===== config.mk =====
export PLATFORM = sky130hd
export DESIGN_NAME = edge_irq_ctrl
export DESIGN_NICKNAME = d
export VERILOG_FILES = /design/src/rtl/edge_irq_pkg.sv /design/src/rtl/edge_irq_detect.sv /design/src/rtl/edge_irq_cfg_bank.sv /design/src/rtl/edge_irq_flag_bank.sv /design/src/rtl/edge_irq_summary.sv /design/src/rtl/edge_irq_ctrl.sv
export SDC_FILE = /design/constraint.sdc
export NUM_CORES = 1
export LEC_CHECK = 0
export BUFFER_PORTS_ARGS = -buffer_cell sky130_fd_sc_hd__buf_2
export CORE_ASPECT_RATIO = 1.75
export CORE_MARGIN = 2
export CORE_UTILIZATION = 51
export DETAILED_ROUTE_END_ITERATION = 6
export GPL_TIMING_DRIVEN = 0
export PLACE_DENSITY_LB_ADDON = 0.3
export SLEW_MARGIN = 40
export SYNTH_ARGS = -nofsm -noshare
export SYNTH_HDL_FRONTEND = slang
export SYNTH_SLANG_ARGS = --single-unit

===== constraint.sdc =====
create_clock -name clk -period 1.58 [get_ports clk]
set_clock_uncertainty 0.2 [all_clocks]
set_input_delay 0.079 -clock clk [delete_from_list [all_inputs] [get_ports clk]]
set_output_delay 0.079 -clock clk [all_outputs]
set_load 0.1 [all_outputs]

===== src/rtl/edge_irq_pkg.sv =====
package edge_irq_pkg;

   // direction encoding of one line
   typedef enum logic {
      EDGE_FALL = 1'b0,
      EDGE_RISE = 1'b1
   } edge_dir_e;

   // upper limit on banks so the summary never needs more than one byte
   localparam int unsigned MAX_BANKS = 8;

endpackage


===== src/rtl/edge_irq_detect.sv =====
module edge_irq_detect #(
   parameter int unsigned WIDTH     = 8,
   parameter bit          RESET_LVL = 1'b0
) (
   input  logic             clk,
   input  logic             rst_n,
   input  logic [WIDTH-1:0] lvl_i,
   input  logic [WIDTH-1:0] dir_i,
   output logic [WIDTH-1:0] hit_o
);
   import edge_irq_pkg::*;

   logic [WIDTH-1:0] lvl_q;

   always_ff @(posedge clk or negedge rst_n) begin
      if (!rst_n) begin
         lvl_q <= {WIDTH{RESET_LVL}};
      end else begin
         lvl_q <= lvl_i;
      end
   end

   for (genvar b = 0; b < WIDTH; b++) begin : g_bit
      logic up, down;
      assign up   = lvl_i[b] & ~lvl_q[b];
      assign down = ~lvl_i[b] & lvl_q[b];
      always_comb begin
         if (edge_dir_e'(dir_i[b]) == EDGE_RISE) begin
            hit_o[b] = up;
         end else begin
            hit_o[b] = down;
         end
      end
   end

endmodule


===== src/rtl/edge_irq_cfg_bank.sv =====
module edge_irq_cfg_bank #(
   parameter int unsigned REG_W    = 8,
   parameter int unsigned NUM_REGS = 3,
   localparam int unsigned LINES   = REG_W * NUM_REGS
) (
   input  logic                clk,
   input  logic                rst_n,
   input  logic [NUM_REGS-1:0] wr_i,
   input  logic [REG_W-1:0]    data_i,
   output logic [LINES-1:0]    q_o
);

   for (genvar k = 0; k < NUM_REGS; k++) begin : g_reg
      logic [REG_W-1:0] r_q;
      always_ff @(posedge clk or negedge rst_n) begin
         if (!rst_n) begin
            r_q <= '0;
         end else if (wr_i[k]) begin
            r_q <= data_i;
         end
      end
      assign q_o[k*REG_W +: REG_W] = r_q;
   end

endmodule


===== src/rtl/edge_irq_flag_bank.sv =====
module edge_irq_flag_bank #(
   parameter int unsigned REG_W    = 8,
   parameter int unsigned NUM_REGS = 3,
   localparam int unsigned LINES   = REG_W * NUM_REGS
) (
   input  logic                clk,
   input  logic                rst_n,
   input  logic [LINES-1:0]    hit_i,
   input  logic [LINES-1:0]    arm_i,
   input  logic [NUM_REGS-1:0] arm_wr_i,
   input  logic [NUM_REGS-1:0] flag_wr_i,
   input  logic [REG_W-1:0]    wr_data_i,
   output logic [LINES-1:0]    flag_o
);

   for (genvar k = 0; k < NUM_REGS; k++) begin : g_reg
      logic [REG_W-1:0] set_v, wipe_v, drop_v, nxt_v, f_q;

      // qualified transitions for this bank
      assign set_v  = hit_i[k*REG_W +: REG_W] & arm_i[k*REG_W +: REG_W];
      // a write of any value to the flag bank empties it
      assign wipe_v = {REG_W{flag_wr_i[k]}};
      // arm bits written as zero drop their flags
      assign drop_v = arm_wr_i[k] ? ~wr_data_i : '0;
      // a fresh transition outlives a bank wipe, a disarm beats both
      assign nxt_v  = ((f_q & ~wipe_v) | set_v) & ~drop_v;

      always_ff @(posedge clk or negedge rst_n) begin
         if (!rst_n) begin
            f_q <= '0;
         end else begin
            f_q <= nxt_v;
         end
      end
      assign flag_o[k*REG_W +: REG_W] = f_q;
   end

endmodule


===== src/rtl/edge_irq_summary.sv =====
module edge_irq_summary #(
   parameter int unsigned REG_W    = 8,
   parameter int unsigned NUM_REGS = 3,
   parameter int unsigned SUM_W    = 8,
   localparam int unsigned LINES   = REG_W * NUM_REGS
) (
   input  logic [LINES-1:0] flag_i,
   output logic [SUM_W-1:0] pend_o,
   output logic             irq_o
);

   logic [NUM_REGS-1:0] bank_any;

   for (genvar k = 0; k < NUM_REGS; k++) begin : g_or
      assign bank_any[k] = |flag_i[k*REG_W +: REG_W];
   end

   if (SUM_W > NUM_REGS) begin : g_pad
      assign pend_o = {{(SUM_W-NUM_REGS){1'b0}}, bank_any};
   end else begin : g_exact
      assign pend_o = bank_any;
   end

   assign irq_o = |bank_any;

endmodule


===== src/rtl/edge_irq_ctrl.sv =====
module edge_irq_ctrl #(
   parameter int unsigned REG_W    = 8,
   parameter int unsigned NUM_REGS = 3,
   parameter int unsigned SUM_W    = 8,
   localparam int unsigned LINES   = REG_W * NUM_REGS
) (
   input  logic                clk,
   input  logic                rst_n,
   input  logic [LINES-1:0]    line_lvl_i,
   input  logic [NUM_REGS-1:0] dir_wr_i,
   input  logic [NUM_REGS-1:0] arm_wr_i,
   input  logic [NUM_REGS-1:0] flag_wr_i,
   input  logic [REG_W-1:0]    wr_data_i,
   output logic [LINES-1:0]    dir_o,
   output logic [LINES-1:0]    arm_o,
   output logic [LINES-1:0]    flag_o,
   output logic [SUM_W-1:0]    pend_o,
   output logic                irq_o
);
   import edge_irq_pkg::*;

   if (REG_W < 1) begin : g_bad_w
      $error("edge_irq_ctrl: REG_W must be at least 1");
   end
   if (NUM_REGS < 1 || NUM_REGS > MAX_BANKS) begin : g_bad_n
      $error("edge_irq_ctrl: NUM_REGS out of range");
   end
   if (SUM_W < NUM_REGS) begin : g_bad_s
      $error("edge_irq_ctrl: SUM_W must cover one bit per bank");
   end

   logic [LINES-1:0] hit;

   edge_irq_cfg_bank #(.REG_W(REG_W), .NUM_REGS(NUM_REGS)) u_dir (
      .clk    (clk),
      .rst_n  (rst_n),
      .wr_i   (dir_wr_i),
      .data_i (wr_data_i),
      .q_o    (dir_o)
   );

   edge_irq_cfg_bank #(.REG_W(REG_W), .NUM_REGS(NUM_REGS)) u_arm (
      .clk    (clk),
      .rst_n  (rst_n),
      .wr_i   (arm_wr_i),
      .data_i (wr_data_i),
      .q_o    (arm_o)
   );

   edge_irq_detect #(.WIDTH(LINES), .RESET_LVL(1'b0)) u_det (
      .clk   (clk),
      .rst_n (rst_n),
      .lvl_i (line_lvl_i),
      .dir_i (dir_o),
      .hit_o (hit)
   );

   edge_irq_flag_bank #(.REG_W(REG_W), .NUM_REGS(NUM_REGS)) u_flag (
      .clk       (clk),
      .rst_n     (rst_n),
      .hit_i     (hit),
      .arm_i     (arm_o),
      .arm_wr_i  (arm_wr_i),
      .flag_wr_i (flag_wr_i),
      .wr_data_i (wr_data_i),
      .flag_o    (flag_o)
   );

   edge_irq_summary #(.REG_W(REG_W), .NUM_REGS(NUM_REGS), .SUM_W(SUM_W)) u_sum (
      .flag_i (flag_o),
      .pend_o (pend_o),
      .irq_o  (irq_o)
   );

endmodule


==> impl_metrics.yaml <==
route:
  route.vias.total: 3089
  dr.pass1.iters: 4
  antenna_left: 0
  wire_per_inst_um: 20.4
  wirelength_um: 11000
  drc: 0
  viasPerCell: 5.72
  drtIter0Drc: 228
grt:
  grt_pass1_vias: 3159
  grt_first_pass_wirelength_um: 16900
  grt_antenna_before_repair: 0
  grt-ovfl-total: 0
  grtUsageTotal_pct: 27.1
  grt_max_degree: 58
finish:
  layout-drive-gt1-share_pct: 51.3
  stdcell_count: 540
  area_delta_synth_final_pct: 42.5
  nets: 490
  final_area_um2: 5640
  fin_util_pct: 74.5
  num_antenna_cells: 0
  fillers: 504
power_and_ir_drop:
  vdd_ir_drop_max_v: 0.00110
  clockPowerShare_pct: 27.5
  p_sw_w: 0.00312
  p_int_w: 0.00452
  power_leakage_nw: 2.48
  fin_total_pwr_w: 0.00765
  powerDensity_nw_per_um2: 1360
  netSwitchingFraction_pct: 40.8
  p_comb_share_pct: 34.2
  seqPwrFrac_pct: 38.3
cts:
  cts-root-buf: "clkbuf_16"
  cts_made_buffers: 9
  htreeDepth: 3
  cts.sinks: 96
  cts_buffer_depth: 2
  clock_latency_ns: 0.35
  cts_tree: "yes"
  path_clk_slew_ns: 0.06
placed_design:
  gp_congestion: 0.794
  dpl.hpwl_um: 7360
  placed_area_um2: 4850
  dp.cells: 478
  port-buffer-count: 112
worst_setup_path:
  arrival_ns: 1.81
  path_class: "flop to output port"
  cp.required_ns: 1.30
  end_kind: "output port"
  critPathLaunchType: "flop"
  slowest_stage: "dfrtp_4"
  critPathMaxFanout: 3
  path_cells: "nor4_4, nand2_4, or3_4, buf_12"
  path_buf_inv: 1
  cpLargestDelayFamily: "simple AND/OR/NAND/NOR gates"
  cpPeakStageDelay_ns: 0.49
timing:
  max-slew-margin-rel_pct: 64.5
  worst_pin_slew_ns: 0.532
  setup_viol: 4
  maxSlewViolCount: 0
  period_minus_slack_ns: 2.09
  finalCritPeriodShare_pct: 132
  final-hold-violation-count: 0
  setup_ws_ns: -0.508
  max_freq_mhz: 479
  rsz0062_at_grt: "true"
die:
  io_pins: 124
  fp.dieW_um: 70.6
  rows: 42
  start_util_pct: 52.3
  core_area_um2: 7570
  dieArea_um2: 8510
  die_h_um: 121
logic_synthesis:
  syn_inst: 273
  syn_area_per_cell_um2: 14.5
  yosys.area.top_type: "dfrtp_1"
  synthesis.area_um2: 3960
  yosysSeqAreaShare_pct: 60.7
  yosys-top-cells-area: "dfrtp_1 61%, mux2_2 13%, nand4bb_1 6.8%"
  synth.distinct_cells: 15
  ys_seq_elements: 96
  ys_warn_count: 0
  synth_top_area_share_pct: 60.7
outcome:
  outcome: "finished, violations left"
  violations: "negative setup slack"
worst_hold_path:
  hp-class: "input port to flop"
run:
  max_cap_violations: 0
[synthesized netlist by cell type]
cell type / n
dfrtp_1: 96
mux2_2: 46
a32oi_1: 24
nand4b_1: 24
nand4bb_1: 24
nand2b_1: 22
buf_2: 9
inv_1: 8
nor4_1: 6
buf_4: 5
nand2_1: 3
mux2_1: 2
or2b_1: 2
conb_1: 1
or3_1: 1
[metrics by stage]
step           hold WS (ns)  setup TNS (ns)  setup slack, ns
2_1_floorplan        -0.417          -0.592           -0.511
3_3_place_gp         0.0105          -65.94           -0.927
3_5_place_dp         -0.121          -0.279           -0.279
4_1_cts             0.00929           -1.15           -0.519
5_1_grt             0.00274           -1.41           -0.562
6_report             0.0120           -1.18           -0.508
[cells by family (layout without fill, tap and decap cells)]
group,count (synthesis),after routing,share of synthesized area (%)
other cells,1,5,0.0948
simple gates,82,82,17.4
flops,96,96,60.7
buf+inv,22,197,2.85
compound gates,24,24,5.31
mux,48,48,13.7
[state kept, by name, summed over array words and instances (netlist names)]
register and cells:
u_arm.g.r_q 24, u_det.lvl_q 24, u_dir.g.r_q 24, u_flag.g.f_q 24
[worst paths after layout]
| check | start | to | slack [ns] | cells after the start |
|---|---|---|---|---|
| setup / recovery | u_flag.g_reg[1].f_q[5]$_DFF_PN0_ | irq_o | -0.51 | 4 |
| hold / removal | dir_wr_i[1] | u_dir.g_reg[1].r_q[4]$_DFFE_PN0P_ | 0.01 | 2 |
| setup reg to reg | u_dir.g_reg[0].r_q[0]$_DFFE_PN0P_ | u_flag.g_reg[0].f_q[0]$_DFF_PN0_ | 0.44 | 2 |
| hold reg to reg | u_arm.g_reg[2].r_q[2]$_DFFE_PN0P_ | u_arm.g_reg[2].r_q[2]$_DFFE_PN0P_ | 0.34 | 1 |
| max in group asynchronous | rst_n | u_flag.g_reg[2].f_q[6]$_DFF_PN0_ | 0.46 | 3 |
| min in group asynchronous | rst_n | u_arm.g_reg[0].r_q[0]$_DFFE_PN0P_ | 0.08 | 2 |
[final cells by class]
type	instances	area, um2	area share (%)
Timing Repair Buffer	159	1080	19.2
Multi-Input combinational cell	159	1580	27.9
Clock inverter	7	62.6	1.11
Clock buffer	9	225	3.99
Tap cell	88	110	1.95
Sequential cell	96	2460	43.7
Buffer	14	85.1	1.51
Inverter	8	30.0	0.533
[power by group through the flow]
stage	logic (W)	clock network [W]	registers (W)
floorplan	0.000638	0	0.00426
global placement	0.00240	0	0.00296
detailed placement	0.00243	0	0.00297
CTS	0.00259	0.00215	0.00292
global route	0.00270	0.00225	0.00295
finish	0.00262	0.00211	0.00293
[what timing repair did]
action	CTS	global route
setup endpoints to repair	4	6
hold buffers	39	0
setup buffers	4	3
endpoints found under the hold margin	192	0
pin swaps	5	2
gates resized for setup	14	4
[cells in the final DEF (no fill, tap or decap), drive strengths merged]
| cell type | instances |
|---|---|
| clkinvlp | 1 |
| dlygate4sd3 | 39 |
| inv | 8 |
| or3 | 1 |
| bufinv | 1 |
| a32oi | 24 |
| nand2 | 3 |
| nand4bb | 24 |
| dfrtp | 96 |
| nand2b | 22 |
| buf | 131 |
| clkinv | 5 |
| clkbuf | 12 |
| nand4b | 24 |
| nor4 | 6 |
| mux2 | 48 |
| conb | 5 |
| or2b | 2 |
[metal layers]
metal	track usage, %	part of all wire, %	vias up
met5	0	0	-
li1	-	-	1395
met1	30.5	36	1564
met3	7.33	6.2	16
met4	10.6	2.1	0
met2	48.3	56	114
Power figures use the tool's default switching activity.
